==> config.mk <==
export PLATFORM = sky130hd
export DESIGN_NAME = ext_irq_sense_ctrl
export DESIGN_NICKNAME = d
export VERILOG_FILES = /design/src/rtl/ext_irq_pkg.sv /design/src/rtl/ext_irq_sync.sv /design/src/rtl/ext_irq_ctrl_reg.sv /design/src/rtl/ext_irq_sense_cell.sv /design/src/rtl/ext_irq_sense_ctrl.sv
export SDC_FILE = /design/constraint.sdc
export NUM_CORES = 1
export LEC_CHECK = 0
export ABC_AREA = 1
export BUFFER_PORTS_ARGS = -buffer_cell sky130_fd_sc_hd__buf_2
export CAP_MARGIN = 15
export CORE_MARGIN = 5
export CORE_UTILIZATION = 41
export DETAILED_ROUTE_END_ITERATION = 7
export GPL_TIMING_DRIVEN = 0
export PLACE_DENSITY = 0.74
export SYNTH_ARGS = -nofsm -noshare
export SYNTH_HDL_FRONTEND = slang
export SYNTH_SLANG_ARGS = --single-unit
==> constraint.sdc <==
create_clock -name clk -period 1.2 [get_ports clk]
set_input_delay 0.24 -clock clk [delete_from_list [all_inputs] [get_ports clk]]
set_output_delay 0.24 -clock clk [all_outputs]
set_load 0.01 [all_outputs]
==> src/rtl/ext_irq_pkg.sv <==
package ext_irq_pkg;
    localparam int NUM_PINS    = 4;
    localparam int REG_W       = 32;
    localparam int SYNC_STAGES = 2;
    localparam int SENSE_TOP   = 22;
    localparam int EN_TOP      = 11;
    localparam int ACK_TOP     = 27;
    localparam int MASTER_BIT  = 12;
    localparam int ROUTE_BIT   = 0;

    typedef enum logic [1:0] {
        SENSE_LVL_HI = 2'd0,
        SENSE_RISE   = 2'd1,
        SENSE_FALL   = 2'd2,
        SENSE_LVL_LO = 2'd3
    } sense_e;

    typedef struct packed {
        logic [NUM_PINS-1:0][1:0] sense;
        logic [NUM_PINS-1:0]      en;
        logic                     master;
        logic                     route;
    } ctrl_t;

    function automatic logic is_edge_mode(input logic [1:0] code);
        return (code == SENSE_RISE) || (code == SENSE_FALL);
    endfunction
endpackage

==> src/rtl/ext_irq_sync.sv <==
module ext_irq_sync #(
    parameter int W      = 4,
    parameter int STAGES = 2
) (
    input  logic         clk,
    input  logic         rst_n,
    input  logic [W-1:0] async_i,
    output logic [W-1:0] sync_o
);
    typedef struct packed {
        logic [STAGES-1:0][W-1:0] chain;
    } sync_state_t;

    sync_state_t st_d, st_q;

    always_comb begin
        st_d = st_q;
        st_d.chain[0] = async_i;
        for (int s = 1; s < STAGES; s++) begin
            st_d.chain[s] = st_q.chain[s-1];
        end
    end

    always_ff @(posedge clk or negedge rst_n) begin
        if (!rst_n) begin
            st_q <= '0;
        end else begin
            st_q <= st_d;
        end
    end

    assign sync_o = st_q.chain[STAGES-1];
endmodule

==> src/rtl/ext_irq_ctrl_reg.sv <==
module ext_irq_ctrl_reg
    import ext_irq_pkg::*;
(
    input  logic                clk,
    input  logic                rst_n,
    input  logic                wr_i,
    input  logic [REG_W-1:0]    wdata_i,
    output ctrl_t               ctrl_o,
    output logic [NUM_PINS-1:0] ack_o,
    output logic [REG_W-1:0]    rdata_o
);
    ctrl_t ctrl_d, ctrl_q;
    ctrl_t wr_fields;

    always_comb begin
        wr_fields        = '0;
        wr_fields.master = wdata_i[MASTER_BIT];
        wr_fields.route  = wdata_i[ROUTE_BIT];
        for (int n = 0; n < NUM_PINS; n++) begin
            wr_fields.sense[n] = wdata_i[SENSE_TOP-2*n +: 2];
            wr_fields.en[n]    = wdata_i[EN_TOP-n];
        end
        ctrl_d = wr_i ? wr_fields : ctrl_q;
    end

    always_ff @(posedge clk or negedge rst_n) begin
        if (!rst_n) begin
            ctrl_q <= '0;
        end else begin
            ctrl_q <= ctrl_d;
        end
    end

    genvar g;
    generate
        for (g = 0; g < NUM_PINS; g++) begin : g_ack
            assign ack_o[g] = wr_i & wdata_i[ACK_TOP-g];
        end
    endgenerate

    always_comb begin
        rdata_o             = '0;
        rdata_o[MASTER_BIT] = ctrl_q.master;
        rdata_o[ROUTE_BIT]  = ctrl_q.route;
        for (int n = 0; n < NUM_PINS; n++) begin
            rdata_o[SENSE_TOP-2*n +: 2] = ctrl_q.sense[n];
            rdata_o[EN_TOP-n]           = ctrl_q.en[n];
        end
    end

    assign ctrl_o = ctrl_q;
endmodule

==> src/rtl/ext_irq_sense_cell.sv <==
module ext_irq_sense_cell
    import ext_irq_pkg::*;
(
    input  logic       clk,
    input  logic       rst_n,
    input  logic       pin_s_i,
    input  logic [1:0] sense_i,
    input  logic       ack_i,
    input  logic       gate_i,
    output logic       req_o
);
    typedef struct packed {
        logic prev;
        logic pend;
    } cell_state_t;

    cell_state_t st_d, st_q;
    logic        rise, fall, hit, active;

    always_comb begin
        rise = pin_s_i & ~st_q.prev;
        fall = ~pin_s_i & st_q.prev;
        hit  = ((sense_i == SENSE_RISE) & rise) | ((sense_i == SENSE_FALL) & fall);

        st_d      = st_q;
        st_d.prev = pin_s_i;
        if (is_edge_mode(sense_i)) begin
            st_d.pend = hit | (st_q.pend & ~ack_i);
        end else begin
            st_d.pend = 1'b0;
        end

        unique case (sense_i)
            SENSE_LVL_HI: active = pin_s_i;
            SENSE_LVL_LO: active = ~pin_s_i;
            default:      active = st_q.pend;
        endcase
    end

    always_ff @(posedge clk or negedge rst_n) begin
        if (!rst_n) begin
            st_q <= '0;
        end else begin
            st_q <= st_d;
        end
    end

    assign req_o = gate_i & active;
endmodule

==> src/rtl/ext_irq_sense_ctrl.sv <==
module ext_irq_sense_ctrl
    import ext_irq_pkg::*;
(
    input  logic                clk,
    input  logic                rst_n,
    input  logic [NUM_PINS-1:0] irq_pin_i,
    input  logic                reg_wr_i,
    input  logic [REG_W-1:0]    reg_wdata_i,
    output logic [REG_W-1:0]    reg_rdata_o,
    output logic [NUM_PINS-1:0] irq_req_o,
    output logic                crit_route_o
);
    logic [NUM_PINS-1:0] pin_sync;
    logic [NUM_PINS-1:0] ack;
    ctrl_t               ctrl;

    ext_irq_sync #(
        .W      (NUM_PINS),
        .STAGES (SYNC_STAGES)
    ) u_sync (
        .clk     (clk),
        .rst_n   (rst_n),
        .async_i (irq_pin_i),
        .sync_o  (pin_sync)
    );

    ext_irq_ctrl_reg u_reg (
        .clk     (clk),
        .rst_n   (rst_n),
        .wr_i    (reg_wr_i),
        .wdata_i (reg_wdata_i),
        .ctrl_o  (ctrl),
        .ack_o   (ack),
        .rdata_o (reg_rdata_o)
    );

    genvar g;
    generate
        for (g = 0; g < NUM_PINS; g++) begin : g_cell
            ext_irq_sense_cell u_cell (
                .clk     (clk),
                .rst_n   (rst_n),
                .pin_s_i (pin_sync[g]),
                .sense_i (ctrl.sense[g]),
                .ack_i   (ack[g]),
                .gate_i  (ctrl.en[g] & ctrl.master),
                .req_o   (irq_req_o[g])
            );
        end
    endgenerate

    assign crit_route_o = ctrl.route;
endmodule

==> results of run 1 <==
[synthesized netlist by cell type]
cell type / count / area, sq um
sky130_fd_sc_hd__o21ai_0: 8 / 40.0
sky130_fd_sc_hd__nand2_1: 28 / 105
sky130_fd_sc_hd__inv_1: 24 / 90.1
sky130_fd_sc_hd__conb_1: 1 / 3.75
sky130_fd_sc_hd__a21oi_1: 8 / 40.0
sky130_fd_sc_hd__mux2_4: 4 / 60.1
sky130_fd_sc_hd__ha_1: 16 / 200
sky130_fd_sc_hd__buf_2: 1 / 5.00
sky130_fd_sc_hd__dfrtp_1: 30 / 751
sky130_fd_sc_hd__mux2_2: 2 / 22.5
sky130_fd_sc_hd__nand3_1: 16 / 80.1
sky130_fd_sc_hd__buf_8: 1 / 15.0
sky130_fd_sc_hd__buf_6: 1 / 11.3
sky130_fd_sc_hd__buf_4: 23 / 173
[how the worst min path moves through the flow]
stage | end | start | depth (start not counted) | slack [ps]
after CTS | u_sync.st_d[4] | rst_n | 1 | 10
after global placement | u_sync.st_d[5] | rst_n | 1 | 310
after floorplan | g_cell[0].u_cell.st_q[0] | rst_n | 0 | -60
final | u_sync.sync_o[1] | rst_n | 1 | -7
after detailed placement | u_sync.sync_o[1] | rst_n | 1 | 310
after global routing | u_sync.st_d[4] | irq_pin_i[0] | 1 | 50
[critical path: stages (launching register included)]
cell and delay [ps]:
sky130_fd_sc_hd__dfrtp_1 400, sky130_fd_sc_hd__inv_2 90, sky130_fd_sc_hd__ha_4 210, sky130_fd_sc_hd__nand2_2 60, sky130_fd_sc_hd__nand3_2 60, sky130_fd_sc_hd__a21oi_2 130, sky130_fd_sc_hd__buf_6 110
[cells in the final DEF, fill, tap and decap left out]
cell type and instances:
sky130_fd_sc_hd__a21oi_1 4, sky130_fd_sc_hd__a21oi_2 4, sky130_fd_sc_hd__mux2_4 4, sky130_fd_sc_hd__mux2_2 2, sky130_fd_sc_hd__inv_2 8, sky130_fd_sc_hd__dfrtp_2 1, sky130_fd_sc_hd__conb_1 18, sky130_fd_sc_hd__nand2_2 4
sky130_fd_sc_hd__nand3_2 6, sky130_fd_sc_hd__buf_6 8, sky130_fd_sc_hd__clkbuf_8 5, sky130_fd_sc_hd__o21ai_0 8, sky130_fd_sc_hd__buf_2 38, sky130_fd_sc_hd__nand3_1 10, sky130_fd_sc_hd__buf_8 1, sky130_fd_sc_hd__nand2_1 24
sky130_fd_sc_hd__ha_1 11, sky130_fd_sc_hd__clkbuf_1 2, sky130_fd_sc_hd__buf_4 36, sky130_fd_sc_hd__inv_1 16, sky130_fd_sc_hd__dfrtp_1 29, sky130_fd_sc_hd__ha_4 5
[sequential cells by signal (all words and copies together) (netlist names)]
register / count
u_sync.st_d: 4
u_sync.sync_o: 4
g_cell.u_cell.st_q: 8
u_reg.ctrl_o: 14
[repair_timing]
item	CTS	global route
resized for setup	15	9
setup buffers	14	5
endpoints found under the setup margin	4	14
pin swaps	3	3
[stage by stage]
stage	hold slack (ps)	utilization	setup WS (ps)	area (sq um)	TNS [ps]
floorplan	-55.6	-	-114	1710	-455
global placement	313	0.533	-252	1980	-932
detailed placement	313	0.533	-288	1980	-1030
CTS	12.1	0.591	-388	2200	-1540
global route	53.3	0.613	-454	2280	-2190
finish	-6.62	0.613	-376	2280	-1500
[power groups by stage]
stage / clock (uW) / sequential [uW] / combinational [uW]
after floorplan: 0 / 1190 / 326
after global placement: 0 / 1170 / 503
after detailed placement: 0 / 1180 / 515
after CTS: 773 / 1150 / 625
after global routing: 815 / 1170 / 759
final: 742 / 1150 / 668
[area by class of cell]
class | count | area (sq um) | area share
sequential | 30 | 752 | 0.330
clock buffer | 7 | 76.3 | 0.0335
timing repair buffer | 61 | 392 | 0.172
buffer | 22 | 174 | 0.0764
multi-input combinational | 100 | 733 | 0.322
inverter | 24 | 90.1 | 0.0396
tap | 48 | 60.1 | 0.0264
[metal layers]
metal | vias to the layer above | track usage | share of wire
met5 | - | 0 | 0
met4 | 0 | 0.0615 | 0.019
met3 | 7 | 0.0457 | 0.089
met2 | 44 | 0.240 | 0.49
met1 | 584 | 0.154 | 0.40
li1 | 625 | - | -
[cell families (layout without fill, tap and decap cells)]
family	Yosys count	in the layout	synth area share
AO/OA/AOI/OAI	16	16	0.0502
adder cells (fa/ha/maj)	16	16	0.125
buffers and inverters	50	114	0.184
flip-flops	30	30	0.470
multiplexers	6	6	0.0517
other	1	18	0.00235
AND/OR/NAND/NOR	44	44	0.116
==> out/metrics.cfg, run 1 <==
[sta]
max-slew-margin-rel=0.557
final-setup-viol-count=8
achievable-frequency_ghz=0.635
timing.final.crit_share=1.31
post_route_clock_skew_ps=0.935
worst_pin_slew_ps=665
final-hold-violation-count=7
timing.final.crit_period_ps=1580
setup_ws_ps=-376
slew_viol_final=0
grt_setup_unrepaired=yes
finalHoldWorstSlack_ps=-6.62

[worst_setup_path]
critical_path_peak_fanout=3
worst-endpoint-arrival_ps=1340
cp-end-kind=primary output
critPathLaunch=u_reg.ctrl_o[13]
timing.reg2reg.worst_path_depth=8
critPathKind=reg -> out
worstSetupStartpointType=register
required_ps=960
reg2reg_from=u_reg.ctrl_o[7]
cp-endpoint=irq_req_o[3]
timing.rr.end=g_cell[0].u_cell.st_q[0]
setup.reg_to_reg.worst_slack_ps=-20

[cells_and_area]
antenna_cells=0
nFillCells=347
finish.net_count=299
drive_above_1_share=0.500
layoutNonFillerInstCount=292
area_growth_syn_to_layout_pct=42.6

[global_route]
first_global_vias=1247
groute.usage.overall=0.138
grt_overflow=0
antenna_found_initial=0
wire_length_of_the_first_global_routing_pass_microns=5560
grt_max_degree=31

[die]
initial_utilization=0.430
die_y_microns=72.4
core_area_sq_mm=0.00372
fp-row-count=22
dieArea_sq_mm=0.00524
floorplan.die.width_microns=72.4
ios=76

[power_and_ir_drop]
design_internal_power_uw=1840
total_leakage_power_uw=0.00125
ir_drop_mv=0.664
netSwitchingPower_uw=727
power.combinational.fraction=0.261
p_seq_frac=0.450
sum_of_internal_switching_and_leakage_power_uw=2560
switching_share=0.283
power_frac_clock=0.289
pwr_density_cell_mw_per_mm2=1130

[clock_tree]
clock_path_buffers=2
ctsRootBufferMaster=sky130_fd_sc_hd__clkbuf_8
cts.hold.buffers_added=0
htreeDepth=2
clock_network_latency_to_the_later_pin_of_the_worst_skew_pair_ps=270
cts.clk_slew.worst_paths_ps=60
tritoncts=built
clkSinkCount=30
cts_inserted_buffers=5

[drt]
drtAntennaViolNets=0
dr.pass1.iters=4
detail_route.iter0.violations=52
route.detailed.vias_per_inst=4.32
vias=1260
remaining_drc_errors=0
wire_per_inst_microns=11.8
wirelength_microns=3440

[logic_synthesis]
syn_inst=163
ff_latch_count_synth=30
yosysSeqAreaShare=0.470
synth.avg_cell_area_sq_um=9.79
yosys_warnings=0
ys_types=14
syn_area_sq_mm=0.00160

[placement]
count_of_buffers_from_port_buffering=42
place.detailed.hpwl_microns=2390
place.gp.congestion=0.709
placed_cells_incl_taps=270

[status]
run_status=complete, but fails checks
failing_checks=hold timing, setup timing

[job]
drv.max_cap_violation_count=0

[hold_path]
worst_hold_path_type=in -> async

No activity file was read; power rests on OpenSTA's default activity.
==> run 2, diff against run 1 <==
--- a/config.mk
+++ b/config.mk
@@ -7,3 +7,3 @@
 export LEC_CHECK = 0
-export ABC_AREA = 1
+export ABC_AREA = 0
 export BUFFER_PORTS_ARGS = -buffer_cell sky130_fd_sc_hd__buf_2
@@ -15,2 +15,3 @@
 export PLACE_DENSITY = 0.74
+export SETUP_SLACK_MARGIN = 0.4
 export SYNTH_ARGS = -nofsm -noshare
==> constraint.sdc (replaced) <==
create_clock -name clk -period 1.2 [get_ports clk]
set_input_delay 0.12 -clock clk [delete_from_list [all_inputs] [get_ports clk]]
set_output_delay 0.12 -clock clk [all_outputs]
set_load 0.01 [all_outputs]
==> out/metrics.cfg, run 2 <==
[status]
run_status=complete, but fails checks
failing_checks=hold timing, setup timing

[logic_synthesis]
ff_latch_count_synth=30
async_flop_share=1.00
top_flip_flop_cell_by_instance_count_after_synthesis=sky130_fd_sc_hd__dfrtp_1
yosys_warnings=0
synth_top_cells_by_count=30 x sky130_fd_sc_hd__dfrtp_1, 23 x sky130_fd_sc_hd__buf_4, 16 x sky130_fd_sc_hd__ha_1
synth-adder-area-share=0.125
yosysSeqAreaShare=0.470
synth.avg_cell_area_sq_um=12.2
post_synth_and_or_nand_nor_area_fraction=0.0846
syn_inst=131
ys_types=17
synth_top_cells_by_area=sky130_fd_sc_hd__dfrtp_1 47%, sky130_fd_sc_hd__ha_1 13%, sky130_fd_sc_hd__buf_4 11%
post_synth_mux_area_share=0.0799
largest_family_of_logic_cells_by_synthesized_area=buffers and inverters
yosys.area_share.xor_xnor=0
synth_compound_area_frac=0.0940
syn_area_sq_mm=0.00160
count_of_flip_flops_with_a_built_in_enable_after_synthesis=0
yosysMostFrequentCell=sky130_fd_sc_hd__dfrtp_1
netlist.area_leader.share=0.470
synth_top_cell_by_area=sky130_fd_sc_hd__dfrtp_1

[worst_setup_path]
reg2reg_from=u_reg.ctrl_o[11]
worst_path_largest_cell_delay_ps=420
timing.critical_path.cells=inv_2 -> ha_2 -> mux2_4 -> o2111a_1 -> buf_6 -> buf_6
timing.reg2reg.worst_path_depth=6
worstSetupStartpointType=register
critPathKind=reg -> out
timing.rr.end=g_cell[2].u_cell.st_q[0]
slowest_stage=sky130_fd_sc_hd__dfrtp_1
cp-end-kind=primary output
worst-endpoint-arrival_ps=1650
critical_path_peak_fanout=3
required_ps=1080
setup.reg_to_reg.worst_slack_ps=-300
cp_most_frequent_cell=sky130_fd_sc_hd__buf_6

[sta]
final-setup-viol-count=12
timing.final.crit_period_ps=1770
max-slew-margin-rel=0.566
final-hold-violation-count=30
timing.final.crit_share=1.48
slew_viol_final=0
grt_setup_unrepaired=yes
achievable-frequency_ghz=0.565
post_route_clock_skew_ps=7.02
finalHoldWorstSlack_ps=-131
worst_pin_slew_ps=651
setup_ws_ps=-571

[drt]
detail_route.iter0.violations=21
wire_per_inst_microns=13.2
vias=1192
dr.pass1.iters=4
wirelength_microns=3690
route.detailed.vias_per_inst=4.27
drtAntennaViolNets=0
remaining_drc_errors=0

[cells_and_area]
flip_flop_count_of_the_largest_register_all_copies_and_words_added=14
drive_above_1_share=0.654
layout_common_cells=41 x sky130_fd_sc_hd__buf_6, 30 x sky130_fd_sc_hd__buf_2, 29 x sky130_fd_sc_hd__dfrtp_1
area_growth_syn_to_layout_pct=62.3
layout.cells.most_common=sky130_fd_sc_hd__buf_6
layoutNonFillerInstCount=279
antenna_cells=0
finish.net_count=285
nFillCells=311

[die]
floorplan.die.width_microns=72.4
ios=76
die_y_microns=72.4
fp-row-count=22
core_area_sq_mm=0.00372
dieArea_sq_mm=0.00525
initial_utilization=0.430

[hold_path]
worst_hold_path_type=in -> async

[power_and_ir_drop]
total_leakage_power_uw=0.00134
ir_drop_mv=0.700
pwr_density_cell_mw_per_mm2=1080
sum_of_internal_switching_and_leakage_power_uw=2790

[global_route]
first_global_vias=1251
grt_overflow=0
grt_max_degree=31
antenna_found_initial=0
groute.usage.overall=0.138
wire_length_of_the_first_global_routing_pass_microns=5550

[placement]
place.gp.congestion=0.782
count_of_buffers_from_port_buffering=42
placed_cells_incl_taps=238
place.detailed.hpwl_microns=2310

[job]
drv.max_cap_violation_count=0

[clock_tree]
clkSinkCount=30
cts.hold.buffers_added=4
cts_inserted_buffers=5
htreeDepth=2
tritoncts=built
clock_path_buffers=2
ctsRootBufferMaster=sky130_fd_sc_hd__clkbuf_8
cts.clk_slew.worst_paths_ps=60
clock_network_latency_to_the_later_pin_of_the_worst_skew_pair_ps=280

==> run 2: cell count changes in the layout (fill, tap and decap cells not counted), moves of 6 or more <==
cell	change
sky130_fd_sc_hd__nand3_1	-10
sky130_fd_sc_hd__inv_1	-16
sky130_fd_sc_hd__and3b_2	+8
sky130_fd_sc_hd__o21ai_0	-7
sky130_fd_sc_hd__buf_4	-10
sky130_fd_sc_hd__nand2_1	-16
sky130_fd_sc_hd__ha_1	-9
sky130_fd_sc_hd__ha_2	+8
sky130_fd_sc_hd__buf_2	-8
sky130_fd_sc_hd__nand3_2	-6
sky130_fd_sc_hd__o21ai_2	+6
sky130_fd_sc_hd__buf_6	+33
==> run 2: layer usage <==
metal / up-vias / track usage / wire, microns
met5: - / 0 / 0
met4: 0 / 0.0553 / 32
met3: 4 / 0.0402 / 336
met2: 47 / 0.250 / 1850
met1: 545 / 0.151 / 1470
li1: 596 / - / -
==> run 2: layout make-up <==
type	count	area, sq um	share of cell area
Timing Repair Buffer	75	628	0.242
Tap cell	48	60.1	0.0232
Clock inverter	1	5.00	0.00193
Clock buffer	7	86.3	0.0333
Multi-Input combinational cell	84	813	0.314
Buffer	26	219	0.0844
Inverter	8	30.0	0.0116
Sequential cell	30	752	0.290
==> run 2: how the worst max path moves through the flow <==
stage / startpoint / end
2_1_floorplan: u_reg.ctrl_o[9] / irq_req_o[1]
3_3_place_gp: u_reg.ctrl_o[13] / irq_req_o[3]
3_5_place_dp: u_reg.ctrl_o[13] / irq_req_o[3]
4_1_cts: u_reg.ctrl_o[12] / irq_req_o[3]
5_1_grt: u_reg.ctrl_o[12] / irq_req_o[3]
6_report: u_reg.ctrl_o[12] / irq_req_o[3]
==> run 2: what timing repair did <==
item                       4_1_cts  5_1_grt
setup endpoints to repair       24       32
setup buffers                   17       12
cloned                           0        0
pin swaps                       14        9
hold endpoints to repair        34       30
gates resized for setup         26       34
==> run 2: metrics by stage <==
| step | setup WS (ps) | util | cell area (sq um) | TNS, ps |
|---|---|---|---|---|
| global route | -632 | 0.698 | 2590 | -4150 |
| global placement | -303 | 0.534 | 1980 | -1280 |
| floorplan | -174 | - | 1710 | -890 |
| detailed placement | -324 | 0.534 | 1980 | -1420 |
| finish | -571 | 0.698 | 2590 | -3600 |
| CTS | -552 | 0.639 | 2370 | -2660 |
==> run 2: worst max-delay path, delay by kind of cell (launching register included) <==
| family | cells | cell delay, ps |
|---|---|---|
| AO/OA/AOI/OAI | 1 | 250 |
| adder cells (fa/ha/maj) | 1 | 170 |
| buffers and inverters | 3 | 290 |
| flip-flops | 1 | 420 |
| multiplexers | 1 | 250 |
==> run 2: cell families (layout without fill, tap and decap cells) <==
group / Yosys count / in the layout
AOI/OAI and AO/OA: 20 / 20
adders and majority gates: 16 / 16
buffers and inverters: 34 / 117
DFF: 30 / 30
muxes: 10 / 10
other: 1 / 18
and+or+nand+nor: 20 / 20
==> run 2: power breakdown <==
group / switching, uW / internal, uW
clock: 356 / 461
combinational: 317 / 495
sequential: 71.3 / 1090
total: 745 / 2050
